`src/rtl/agm_pkg.sv`:
```
package agm_pkg;
    typedef enum logic [1:0] {
        SEL_EN   = 2'd0,
        SEL_DIR  = 2'd1,
        SEL_DAT  = 2'd2,
        SEL_NONE = 2'd3
    } agm_sel_e;

    function automatic logic gpio_mode_ok(input logic [1:0] mode);
        return (mode == 2'b00) || (mode == 2'b11);
    endfunction
endpackage

```
`src/rtl/agm_sync.sv`:
```
module agm_sync #(
    parameter int W      = 16,
    parameter int STAGES = 2
) (
    input  logic         clk,
    input  logic         rst_n,
    input  logic [W-1:0] async_in,
    output logic [W-1:0] sync_out
);
    logic [STAGES-1:0][W-1:0] chain_d, chain_q;

    always_comb begin
        chain_d[0] = async_in;
        for (int s = 1; s < STAGES; s++) chain_d[s] = chain_q[s-1];
    end

    always_ff @(posedge clk) begin
        if (!rst_n) chain_q <= '0;
        else        chain_q <= chain_d;
    end

    assign sync_out = chain_q[STAGES-1];

    p_sync_delay_r6: assert property (@(posedge clk) disable iff (!rst_n)
        ($past(rst_n) && $past(rst_n, 2) && STAGES == 2) |-> sync_out == $past(async_in, 2))
        else $error("sync delay");
endmodule

```
`src/rtl/agm_padmux.sv`:
```
module agm_padmux #(
    parameter int W = 16
) (
    input  logic [1:0]   mode,
    input  logic [W-1:0] sel_gpio,
    input  logic [W-1:0] dir_out,
    input  logic [W-1:0] dat,
    input  logic [W-1:0] addr,
    output logic [W-1:0] pad_out,
    output logic [W-1:0] pad_oe,
    output logic [W-1:0] out_mode
);
    import agm_pkg::*;

    logic mode_ok;
    assign mode_ok = gpio_mode_ok(mode);

    for (genvar i = 0; i < W; i++) begin : g_pin
        logic gpio_on;
        assign gpio_on     = mode_ok & sel_gpio[i];
        assign out_mode[i] = gpio_on & dir_out[i];
        assign pad_oe[i]   = gpio_on ? dir_out[i] : 1'b1;
        assign pad_out[i]  = gpio_on ? dat[i] : addr[i];
    end
endmodule

```
`src/rtl/agm_regs.sv`:
```
module agm_regs #(
    parameter int           W       = 16,
    parameter logic [W-1:0] PRESENT = '1
) (
    input  logic         clk,
    input  logic         rst_n,
    input  logic         acc_en,
    input  logic         acc_wr,
    input  logic [1:0]   acc_sel,
    input  logic [W-1:0] acc_wdata,
    input  logic [W-1:0] out_mode,
    input  logic [W-1:0] sync_lvl,
    output logic [W-1:0] en_q,
    output logic [W-1:0] dir_q,
    output logic [W-1:0] dat_q,
    output logic [W-1:0] rdata
);
    import agm_pkg::*;

    typedef struct packed {
        logic [W-1:0] en;
        logic [W-1:0] dir;
        logic [W-1:0] dat;
        logic [W-1:0] rd;
    } regs_t;

    regs_t st_d, st_q;
    logic [W-1:0] dat_view;

    always_comb begin
        st_d = st_q;
        for (int i = 0; i < W; i++)
            dat_view[i] = out_mode[i] ? st_q.dat[i] : sync_lvl[i];
        if (acc_en && acc_wr) begin
            case (agm_sel_e'(acc_sel))
                SEL_EN:  st_d.en  = acc_wdata & PRESENT;
                SEL_DIR: st_d.dir = acc_wdata;
                SEL_DAT: st_d.dat = acc_wdata;
                default: ;
            endcase
        end
        if (acc_en && !acc_wr) begin
            case (agm_sel_e'(acc_sel))
                SEL_EN:  st_d.rd = st_q.en;
                SEL_DIR: st_d.rd = st_q.dir;
                SEL_DAT: st_d.rd = dat_view;
                default: st_d.rd = '0;
            endcase
        end
    end

    always_ff @(posedge clk) begin
        if (!rst_n) st_q <= '0;
        else        st_q <= st_d;
    end

    assign en_q  = st_q.en;
    assign dir_q = st_q.dir;
    assign dat_q = st_q.dat;
    assign rdata = st_q.rd;

    p_en_write_r9: assert property (@(posedge clk) disable iff (!rst_n)
        (acc_en && acc_wr && acc_sel == 2'd0) |=> en_q == ($past(acc_wdata) & PRESENT))
        else $error("select write");
    p_absent_r8: assert property (@(posedge clk) disable iff (!rst_n)
        (en_q & ~PRESENT) == '0)
        else $error("absent select bit set");
endmodule

```
`src/rtl/addr_gpio_mux.sv`:
```
module addr_gpio_mux #(
    parameter int                 NPINS       = 16,
    parameter logic [NPINS-1:0]   PIN_PRESENT = 16'h3FFF,
    parameter int                 SYNC_STAGES = 2
) (
    input  logic             clk,
    input  logic             rst_n,
    input  logic             reg_en,
    input  logic             reg_wr,
    input  logic [1:0]       reg_sel,
    input  logic [NPINS-1:0] reg_wdata,
    output logic [NPINS-1:0] reg_rdata,
    input  logic [1:0]       bus_mode,
    input  logic [NPINS-1:0] ctrl_addr,
    input  logic [NPINS-1:0] pad_in,
    output logic [NPINS-1:0] pad_out,
    output logic [NPINS-1:0] pad_oe
);
    logic [NPINS-1:0] en_w, dir_w, dat_w, sync_w, outm_w;

    agm_sync #(.W(NPINS), .STAGES(SYNC_STAGES)) u_sync (
        .clk(clk), .rst_n(rst_n), .async_in(pad_in), .sync_out(sync_w)
    );

    agm_regs #(.W(NPINS), .PRESENT(PIN_PRESENT)) u_regs (
        .clk(clk), .rst_n(rst_n), .acc_en(reg_en), .acc_wr(reg_wr),
        .acc_sel(reg_sel), .acc_wdata(reg_wdata), .out_mode(outm_w),
        .sync_lvl(sync_w), .en_q(en_w), .dir_q(dir_w), .dat_q(dat_w),
        .rdata(reg_rdata)
    );

    agm_padmux #(.W(NPINS)) u_mux (
        .mode(bus_mode), .sel_gpio(en_w), .dir_out(dir_w), .dat(dat_w),
        .addr(ctrl_addr), .pad_out(pad_out), .pad_oe(pad_oe), .out_mode(outm_w)
    );

    p_mode_gate_r3: assert property (@(posedge clk) disable iff (!rst_n)
        (bus_mode == 2'b01 || bus_mode == 2'b10) |-> (pad_oe == '1 && pad_out == ctrl_addr))
        else $error("mode gate");
    p_absent_addr_r8: assert property (@(posedge clk) disable iff (!rst_n)
        ((pad_oe & ~PIN_PRESENT) == ~PIN_PRESENT) &&
        ((pad_out & ~PIN_PRESENT) == (ctrl_addr & ~PIN_PRESENT)))
        else $error("absent pin left address mode");
    p_rdata_hold_r9: assert property (@(posedge clk) disable iff (!rst_n)
        !(reg_en && !reg_wr) |=> $stable(reg_rdata))
        else $error("read data moved");
    p_input_hiz_r4: assert property (@(posedge clk) disable iff (!rst_n)
        (outm_w == '0 && en_w != '0 && (bus_mode == 2'b00 || bus_mode == 2'b11))
        |-> ((pad_oe & en_w) == '0))
        else $error("input pin driving");
endmodule

```
`config.mk`:
```
export PLATFORM = sky130hd
export DESIGN_NAME = addr_gpio_mux
export DESIGN_NICKNAME = d
export VERILOG_FILES = /design/src/rtl/agm_pkg.sv /design/src/rtl/agm_sync.sv /design/src/rtl/agm_padmux.sv /design/src/rtl/agm_regs.sv /design/src/rtl/addr_gpio_mux.sv
export SDC_FILE = /design/constraint.sdc
export NUM_CORES = 1
export LEC_CHECK = 0
export ABC_CLOCK_PERIOD_IN_PS = 1400
export BUFFER_PORTS_ARGS = -buffer_cell sky130_fd_sc_hd__clkbuf_2
export CORE_MARGIN = 3
export CORE_UTILIZATION = 47
export DETAILED_ROUTE_END_ITERATION = 6
export PLACE_DENSITY = 0.75
export SYNTH_ARGS = -nofsm -noshare
export SYNTH_HDL_FRONTEND = slang
export SYNTH_SLANG_ARGS = --single-unit
```
`constraint.sdc`:
```
create_clock -name clk -period 1.4 [get_ports clk]
set_input_delay 0.28 -clock clk [delete_from_list [all_inputs] [get_ports clk]]
set_output_delay 0.28 -clock clk [all_outputs]
set_load 0.01 [all_outputs]
```
# ---- Word level (Yosys, flattened, before mapping)
# Cells that the tools add are included.
dict set report totals {
  input_bits 56
  elab_cells 89
  register_bits 92
  out_inout_bits 48
}
dict set report classes {
  n_mux 43
  reduce_logical 9
  n_bitwise 28
  eq_ne 3
}
# cell n
set ops {}
lappend ops {{$pmux 16 s3} 1}
lappend ops {{$mux 1} 42}
lappend ops {{$and 1x1->1} 28}
lappend ops {{$reduce_and 2->1} 3}
lappend ops {{$eq 2x2->1 const B} 2}
lappend ops {{$logic_not 2->1} 2}
lappend ops {{$eq 2x1->1 const B} 1}
lappend ops {{$logic_and 1x1->1} 2}
lappend ops {{$logic_not 1->1} 1}
lappend ops {{$logic_or 1x1->1} 1}

# ---- Logic depth before layout (Yosys ltp)
# Gate-level depths: netlist (run 1).
dict set report logic_depth {
  ltp_word 6
  mapped_depth 7
  depth_no_buf 4
}

# ---- By module
# A second synthesis (run 1) with hierarchy kept.
dict set report unflattened {
  hier_cells 436
  hier_area_um2 4140.2
}
# mod area_each_um2 cells_per_inst instances seq_area_each_um2
set by_module_without_submodules {}
lappend by_module_without_submodules {agm_regs 2717.6 301 1 1241.2}
lappend by_module_without_submodules {agm_sync 895.9 67 1 640.6}
lappend by_module_without_submodules {agm_padmux 526.8 68 1 0.0}

# ---- Worst setup path before layout (run 1)
# Ideal clock, no wire load.
dict set report synth_timing {
  path_kind {input -> output}
  startpoint {in bus_mode[1]}
  endpoint {out pad_oe[1]}
  t_required_ns 1.120
  cell_stages 4
  path_slack_ns 0.003
  path_buffers 1
  arrival_ns 1.117
  path_cell_list {xnor2_1 -> clkbuf_1 -> nand2_1 -> or2_2}
}
dict set report synth_between {
  elab_chain_len 4
  word_cells_on_any_way 5
  cone_classes {eq/ne: 1; mux: 1; bitwise: 1; reduce/logical: 2}
}
# element line_no
set synth_lines {}
lappend synth_lines {{from (decl)} addr_gpio_mux.sv:13} ;# input logic [1:0] bus_mode,
lappend synth_lines {{$eq 2x2->1 or $logic_not 2->1 (tied branches)} agm_pkg.sv:10} ;# return (mode == 2'b00) || (mode == 2'b11);
lappend synth_lines {{$logic_or 1x1->1 *} agm_pkg.sv:10}
lappend synth_lines {{$and 1x1->1 *} agm_padmux.sv:20} ;# assign gpio_on = mode_ok & sel_gpio[i];
lappend synth_lines {{$mux 1 *} agm_padmux.sv:22} ;# assign pad_oe[i] = gpio_on ? dir_out[i] : 1'b1;
lappend synth_lines {{to (decl)} addr_gpio_mux.sv:17} ;# output logic [NPINS-1:0] pad_oe
# Every way passes the cells marked *; elsewhere a longest branch is shown, timed or not.

# ---- Worst setup path after layout (run 1)
dict set report layout_timing {
  startpoint {in bus_mode[1]}
  endpoint {out pad_oe[4]}
}
# The elaborated chain is that of the path after synthesis.

==> reports/qor.yml, run 1 <==
cts:
  htree_levels: 3
  cts_sinks: 92
  cts_buffers: 9
  path_clk_slew_ns: 0.10
  clk_latency_ns: 0.36
  cts_hold_buf: 0
  cts_tree: "built"
  clockBufferDepth: 2
  root_buffer: "clkbuf_8"
timing:
  fin_crit_sh_pct: 112
  setup_viol: 28
  drv_slew: 0
  fmax_mhz: 635
  worst_slack_ns: -0.174
  setup_tns_ns: -4.23
  finClkSkew_ns: 0.00787
  period_minus_slack_ns: 1.57
  rsz0062_at_grt: "yes"
  hold_viol: 0
power:
  power.switching_mw: 1.28
  internal_power_mw: 3.81
  swShare_pct: 25.1
  ir_drop_mv: 0.957
  p_clk_share_pct: 35.3
  p_per_area_nw_per_um2: 1010
  seqPwrFrac_pct: 53.8
  combinationalPowerShare_pct: 10.9
  p_leak_nw: 2.03
critical_path:
  crit_fanout: 11
  critPathCaptureType: "output port"
  start_kind: "input port"
  arrival_ns: 1.29
  reg2reg_depth: 3
  worstPathRequired_ns: 1.12
  criticalPathCategory: "in2out"
detailed_routing:
  vias: 3591
  wl_met2_microns: 5150
  dr.pass1.iters: 4
  wl_met3_microns: 773
  drc: 0
  antenna_left: 0
  wl_met1_microns: 4430
  top_layer: "met4"
  vias_per_cell: 5.33
  finalWirelength_microns: 10500
  wl_per_cell_microns: 15.5
  drt_iter0_drc: 170
floorplanning:
  dieArea_sq_um: 9520
  die_y_microns: 97.5
  dieWidth_microns: 97.5
  core_area_sq_um: 7930
  pin_count: 104
  start_util_pct: 49.7
  rows: 32
placement:
  gp_congestion: 0.866
  post-dp-hpwl_microns: 7640
  port_buffers: 97
final_layout:
  antennaDiodeCount: 0
  fillers: 723
  area_delta_synth_final_pct: 27.7
  num-nets-final: 623
  final_core_util_pct: 63.4
  drive_above_1_share_pct: 34.3
outcome:
  outcome: "finished, violations left"
  violations: "negative setup slack"
synth:
  synth-compound-area-share_pct: 14.7
  synth_cells: 452
  synth_edf_count: 0
  synth-xor-area-share_pct: 0.222
  async_flop_share_pct: 0
  syn_area_per_cell_sq_um: 8.71
  seq_area_frac_synth_pct: 46.8
  synth_ff_type: "dfxtp_1"
  synthMuxAreaShare_pct: 7.56
  ys_ff_latch: 92
  synth_cell_type_count: 33
  ys_warn_count: 0
  synth_simple_gate_area_share_pct: 26.3
  synth_top_family_by_area: "simple AND/OR/NAND/NOR gates"
  yosys.area_share.adder_pct: 0
  netlist_area_sq_um: 3940
grt:
  antenna_found_initial: 0
  grt_max_degree: 38
  grt_pass1_wl_microns: 16300
  grt_pass1_vias: 3360
  grt_use_total_pct: 21.2
  gr-total-overflow: 0
flow_run:
  max_cap_violations: 0
worst_hold_path:
  hold_class: "in2reg"
  holdPathStages: 2
[synth_stat cells (all sizes together) (2+ instances only)]
cell / count / share of area [%]
and2: 32 / 5.1
clkbuf: 16 / 1.6
nor3b: 2 / 0.38
nand2: 130 / 12
a21boi: 44 / 8.4
and2b: 3 / 0.57
nand3: 29 / 3.7
a221oi: 2 / 0.44
or2: 14 / 2.2
nor2b: 2 / 0.38
nand4: 2 / 0.32
o2bb2ai: 13 / 2.9
o211ai: 13 / 2.5
buf: 17 / 2.8
mux2: 14 / 4.0
mux2i: 14 / 3.6
dfxtp: 92 / 47
nor2: 3 / 0.29
[cells in the final DEF, fill, tap and decap left out, types with 11 or more instances in the layout]
cell type,n
clkbuf_2,92
dfxtp_1,83
a21boi_0,32
o2bb2ai_1,13
nand2_1,126
o211ai_1,13
mux2i_1,14
a21boi_1,12
or2_2,11
mux2_2,14
buf_4,34
nand3_1,29
and2_1,32
[critical path: stages]
cell,delay [ns]
buf_8,0.10
xnor2_4,0.23
buf_12,0.18
nand2_1,0.09
or2_2,0.28
clkbuf_2,0.13
[registers in the layout (all words and copies together) (netlist names)]
| register | cells |
|---|---|
| u_regs.dat_q | 14 |
| u_sync.chain_d | 16 |
| u_regs.dir_q | 16 |
| u_regs.en_q | 14 |
| u_sync.sync_out | 16 |
| u_regs.rdata | 16 |
[cell families after synthesis]
logic type,after synthesis
DFF,92
AOI/OAI and AO/OA,75
xor gates and xnor gates,1
muxes,28
buffers and inverters,33
and+or+nand+nor,222
other,1
[layer usage]
metal / global-route usage, % / vias up
li1: - / 1744
met1: 26.2 / 1709
met2: 35.7 / 130
met3: 6.10 / 8
met4: 5.96 / 0
met5: 0 / -
[power by group through the flow]
| stage | combinational (mW) | clock (mW) | sequential, mW |
|---|---|---|---|
| 5_1_grt | 0.602 | 1.94 | 2.74 |
| 3_5_place_dp | 0.496 | 0 | 2.80 |
| 4_1_cts | 0.500 | 1.83 | 2.73 |
| 6_report | 0.555 | 1.79 | 2.74 |
| 2_1_floorplan | 0.262 | 0 | 2.78 |
| 3_3_place_gp | 0.486 | 0 | 2.79 |
[cell type report]
cell class	count	area, sq um	area share [%]
Tap cell	102	128	2.54
Multi-Input combinational cell	328	1980	39.4
Clock inverter	7	73.8	1.47
Clock buffer	9	124	2.46
Timing Repair Buffer	136	872	17.3
Sequential cell	92	1850	36.8
[path summary, 6_finish.rpt]
check                       end  slack, ns                from
max                   pad_oe[4]      -0.17         bus_mode[1]
min          u_sync.chain_d[26]       0.12          pad_in[10]
max reg2reg     u_regs.rdata[9]       0.42     u_regs.dir_q[9]
min reg2reg  u_sync.sync_out[9]       0.44  u_sync.chain_d[25]
[repair_timing]
item / CTS / global route
setup endpoints to repair: 28 / 28
setup buffers: 2 / 3
pin swaps: 0 / 2
cloned: 0 / 1
resized for setup: 9 / 26
[through the flow]
| stage | hold WS [ns] | instances | total power [mW] | cell area, sq um | setup slack [ns] |
|---|---|---|---|---|---|
| final | 0.115 | 674 | 5.09 | 5030 | -0.174 |
| after global routing | 0.0965 | 674 | 5.29 | 5030 | -0.217 |
| after CTS | 0.0981 | 670 | 5.07 | 4900 | -0.173 |
| after detailed placement | 0.418 | 652 | 3.29 | 4680 | -0.176 |
| after global placement | 0.417 | 652 | 3.28 | 4680 | -0.158 |
| after floorplan | 0.407 | 453 | 3.04 | 3940 | 0.00260 |
(Power assumes the default switching activity.)
==> run 2, diff against run 1 <==
REMOVE_ABC_BUFFERS = 1   (was default)
==> reports/qor.yml, run 2 (synthesis results as in run 1) <==
critical_path:
  worstPathRequired_ns: 1.12
  start_kind: "input port"
  cp.buffers_inverters: 3
  crit_path_cell_trace: "buf_8 -> xnor2_4 -> buf_12 -> nand2_1 -> mux2_2 -> clkbuf_2"
  crit_family: "buffers and inverters"
  critPathLaunch: "bus_mode[1]"
  timing.rr.start: "u_regs.dir_q[9]"
  critPathCaptureType: "output port"
  slowest_delay_ns: 0.28
  crit_fanout: 13
  criticalPathCategory: "in2out"
  critPathSlowestCell: "mux2_2"
  arrival_ns: 1.31
placement:
  placed_area_sq_um: 4690
  gp_congestion: 0.782
  post-dp-hpwl_microns: 7070
  port_buffers: 97
grt:
  use_met1_pct: 25.9
  met3_usage_pct: 4.38
  grt_busiest_layer: "met2"
  grt_pass1_wl_microns: 16100
  grt_pass1_vias: 3379
  gr-total-overflow: 0
  grt_max_degree: 56
  antenna_found_initial: 0
  grt_use_total_pct: 20.7
  use_met2_pct: 34.8
worst_hold_path:
  worstHoldStart: "pad_in[7]"
  hold_class: "in2reg"
power:
  p_clk_share_pct: 35.4
  seqPwrFrac_pct: 53.5
  p_per_area_nw_per_um2: 1020
  p_leak_nw: 2.00
  combinationalPowerShare_pct: 11.0
  power.switching_mw: 1.25
  ir_drop_mv: 0.560
  internal_power_mw: 3.85
  swShare_pct: 24.5
cts:
  cts_sinks: 92
  clockBufferDepth: 2
  cts_buffers: 9
  root_buffer: "clkbuf_8"
  cts_hold_buf: 0
  clk_latency_ns: 0.36
  path_clk_slew_ns: 0.09
  cts_tree: "built"
  htree_levels: 3
flow_run:
  max_cap_violations: 0
detailed_routing:
  drc: 0
  vias_per_cell: 5.21
  vias: 3525
  dr.pass1.iters: 4
  wl_per_cell_microns: 15.1
  drt_iter0_drc: 176
  finalWirelength_microns: 10200
  antenna_left: 0
final_layout:
  final_core_util_pct: 63.1
  area_delta_synth_final_pct: 27.0
  multi_input_area_sq_um: 1960
  fin_area_sq_um: 5000
  final_cell_mix: "nand2_1, dfxtp_1, clkbuf_2"
  fillers: 696
  num-nets-final: 626
  drive_above_1_share_pct: 32.6
  antennaDiodeCount: 0
  final_common_cell: "nand2_1"
  final-seq-area_sq_um: 1840
timing:
  hold_viol: 0
  drv_slew: 0
  finClkSkew_ns: 0.00785
  rsz0062_at_grt: "yes"
  fmax_mhz: 629
  worst_slack_ns: -0.190
  fin_hold_ws_ns: 0.119
  setup_viol: 28
  period_minus_slack_ns: 1.59
  fin_crit_sh_pct: 114
floorplanning:
  pin_count: 104
  rows: 32
  die_y_microns: 97.5
  core_area_sq_um: 7930
  start_util_pct: 49.7
  dieWidth_microns: 97.5
  dieArea_sq_um: 9520
outcome:
  outcome: "finished, violations left"
  violations: "negative setup slack"
==> run 2: cell count changes in the layout (fill, tap and decap cells not counted), sizes merged <==
cell and delta:
clkinvlp +2, clkinv -3, inv -1, buf +4
==> run 2: final cells by class <==
cell class,count,share of cell area (%)
well taps,102,2.55
repair buffers,139,17.4
flip-flops and latches,92,36.8
clock inverters,5,1.23
multi-input cells,328,39.2
clock buffers,10,2.75
==> run 2: path summary, 6_finish.rpt <==
path	end	slack, ns	cells past startpoint
worst max-delay path	pad_out[6]	-0.19	6
worst min-delay path	u_sync.chain_d[23]	0.12	2
worst max register to register	u_regs.rdata[9]	0.43	3
worst min register to register	u_sync.sync_out[6]	0.44	1
==> run 2: stage by stage <==
step / std cells / TNS (ns) / setup WS, ns / total power, mW
2_1_floorplan: 420 / -30.74 / -0.814 / 2.98
3_3_place_gp: 655 / -4.29 / -0.167 / 3.28
3_5_place_dp: 655 / -5.40 / -0.213 / 3.29
4_1_cts: 670 / -5.71 / -0.225 / 5.06
5_1_grt: 676 / -6.68 / -0.258 / 5.28
6_report: 676 / -4.84 / -0.190 / 5.10
==> run 2: repair_timing <==
| action | in CTS | in global routing |
|---|---|---|
| gates cloned | 0 | 1 |
| setup buffers | 0 | 5 |
| setup endpoints to repair | 28 | 28 |
| resized for setup | 0 | 18 |
==> run 2: layer usage <==
layer | vias up | wire length (microns) | share of wire (%)
met5 | - | 0 | 0
met4 | 0 | 155 | 1.5
met3 | 14 | 593 | 5.8
met2 | 112 | 5020 | 49
met1 | 1649 | 4420 | 43
li1 | 1750 | - | -
==> run 2: power by group through the flow <==
stage	Sequential, mW	Combinational [mW]	Clock [mW]
3_3_place_gp	2.79	0.489	0
6_report	2.73	0.562	1.81
5_1_grt	2.74	0.613	1.93
2_1_floorplan	2.78	0.200	0
3_5_place_dp	2.79	0.500	0
4_1_cts	2.73	0.504	1.83
==> run 3, diff against run 2 <==
ABC_CLOCK_PERIOD_IN_PS = default   (was 1400)
BUFFER_PORTS_ARGS = default   (was -buffer_cell sky130_fd_sc_hd__clkbuf_2)
CORE_UTILIZATION = 55   (was 47)
DONT_BUFFER_PORTS = 1   (was default)
PLACE_DENSITY = 0.73   (was 0.75)
==> reports/qor.yml, run 3 (synthesis results as in run 1) <==
outcome:
  outcome: "finished, violations left"
  violations: "negative setup slack"
critical_path:
  reg2reg_slack_ns: 0.36
  crit_fanout: 15
  crit_family: "multiplexers"
  worstPathRequired_ns: 1.12
  arrival_ns: 1.13
  critPathLaunch: "bus_mode[1]"
  critPathSlowestCell: "mux2_4"
  start_kind: "input port"
  critPathCaptureType: "output port"
  crit_path_cell_trace: "xnor2_4 -> buf_12 -> nand2_1 -> mux2_4"
  timing.rr.start: "u_regs.en_q[9]"
  slowest_delay_ns: 0.32
  cp.buffers_inverters: 1
  criticalPathCategory: "in2out"
detailed_routing:
  wl_per_cell_microns: 16.6
  antenna_left: 0
  vias_per_cell: 5.54
  drc: 0
  finalWirelength_microns: 9240
  vias: 3087
  dr.pass1.iters: 4
  drt_iter0_drc: 175
placement:
  placed_cells: 531
  gp_congestion: 0.781
  port_buffers: 0
  post-dp-hpwl_microns: 5790
  placed_area_sq_um: 4040
cts:
  cts_tree: "built"
  cts_buffers: 9
  htree_levels: 3
  path_clk_slew_ns: 0.09
  cts_hold_buf: 0
  clockBufferDepth: 2
  clk_latency_ns: 0.35
  root_buffer: "clkbuf_8"
  cts_sinks: 92
power:
  combinationalPowerShare_pct: 7.0
  p_per_area_nw_per_um2: 1100
  seqPwrFrac_pct: 55.6
  internal_power_mw: 3.79
  power.switching_mw: 1.12
  ir_drop_mv: 0.716
  swShare_pct: 22.8
  p_clk_share_pct: 37.4
  p_leak_nw: 1.61
grt:
  grt_use_total_pct: 22.2
  grt_pass1_wl_microns: 14400
  grt_pass1_vias: 2931
  antenna_found_initial: 0
  met3_usage_pct: 4.67
  use_met2_pct: 37.9
  gr-total-overflow: 0
  grt_max_degree: 96
  grt_busiest_layer: "met2"
  use_met1_pct: 27.6
worst_hold_path:
  worstHoldStart: "reg_wdata[1]"
  hold_class: "in2reg"
final_layout:
  final_common_cell: "nand2_1"
  antennaDiodeCount: 0
  area_delta_synth_final_pct: 13.2
  drive_above_1_share_pct: 20.2
  fillers: 602
  final_cells: 557
  final_cell_mix: "nand2_1, dfxtp_1, and2_1, a21boi_0, nand3_1"
  final_core_util_pct: 64.9
  num-nets-final: 512
  fin_area_sq_um: 4460
floorplanning:
  die_y_microns: 90.6
  start_util_pct: 57.3
  dieWidth_microns: 90.6
  pin_count: 104
  rows: 30
  core_area_sq_um: 6870
  dieArea_sq_um: 8210
timing:
  worst_slack_ns: -0.00951
  drv_slew: 0
  fin_crit_sh_pct: 101
  setup_viol: 6
  hold_viol: 0
  rsz0062_at_grt: "yes"
  period_minus_slack_ns: 1.41
  setup_tns_ns: -0.0324
  fin_hold_ws_ns: 0.0436
  finClkSkew_ns: 0.0105
  fmax_mhz: 709
flow_run:
  max_cap_violations: 0
[run 3: cell types whose count changed in the layout (fill, tap and decap cells not counted), moves of 3 or more]
| cell | change |
|---|---|
| mux2_4 | +13 |
| buf_4 | -17 |
| nand2_1 | -5 |
| or2_4 | +6 |
| dfxtp_1 | -14 |
| nand2_2 | +6 |
| mux2_2 | -13 |
| clkbuf_2 | -91 |
| dfxtp_2 | +13 |
| or2_2 | -6 |
| buf_6 | -3 |
[run 3: area by class of cell]
cell class	instances	area, sq um	share of cell area, %
clock buffers	11	151	3.40
multi-input cells	328	2030	45.6
repair buffers	25	230	5.16
clock inverters	5	60.1	1.35
flip-flops and latches	92	1860	41.8
well taps	96	120	2.69
[run 3: power by group through the flow]
stage	clock network [mW]	logic (mW)	registers (mW)
floorplan	0	0.200	2.78
global placement	0	0.282	2.79
detailed placement	0	0.286	2.80
CTS	1.87	0.310	2.73
global route	1.99	0.370	2.74
finish	1.83	0.344	2.73
[run 3: through the flow]
stage,setup WS (ns),power [mW]
2_1_floorplan,-0.814,2.98
3_3_place_gp,0.0254,3.07
3_5_place_dp,0.0112,3.08
4_1_cts,0.000403,4.92
5_1_grt,-0.0337,5.10
6_report,-0.00951,4.91
[run 3: timing repair]
action	CTS	global route
gates cloned	0	1
hold endpoints to repair	0	0
setup endpoints to repair	28	25
setup buffers	6	3
resized for setup	31	12
[run 3: final timing paths]
| kind | to | cells past startpoint |
|---|---|---|
| worst min-delay path | u_regs.en_q[1] | 2 |
| worst max-delay path | pad_out[7] | 4 |
| worst min register to register | u_sync.sync_out[5] | 1 |
| worst max register to register | u_regs.rdata[9] | 4 |
[run 3: metal layers]
metal | routed length [microns] | share of wire [%] | vias up
met2 | 4580 | 50 | 106
met5 | 0 | 0 | -
met3 | 672 | 7.3 | 8
met4 | 100 | 1.1 | 0
met1 | 3890 | 42 | 1451
li1 | - | - | 1522
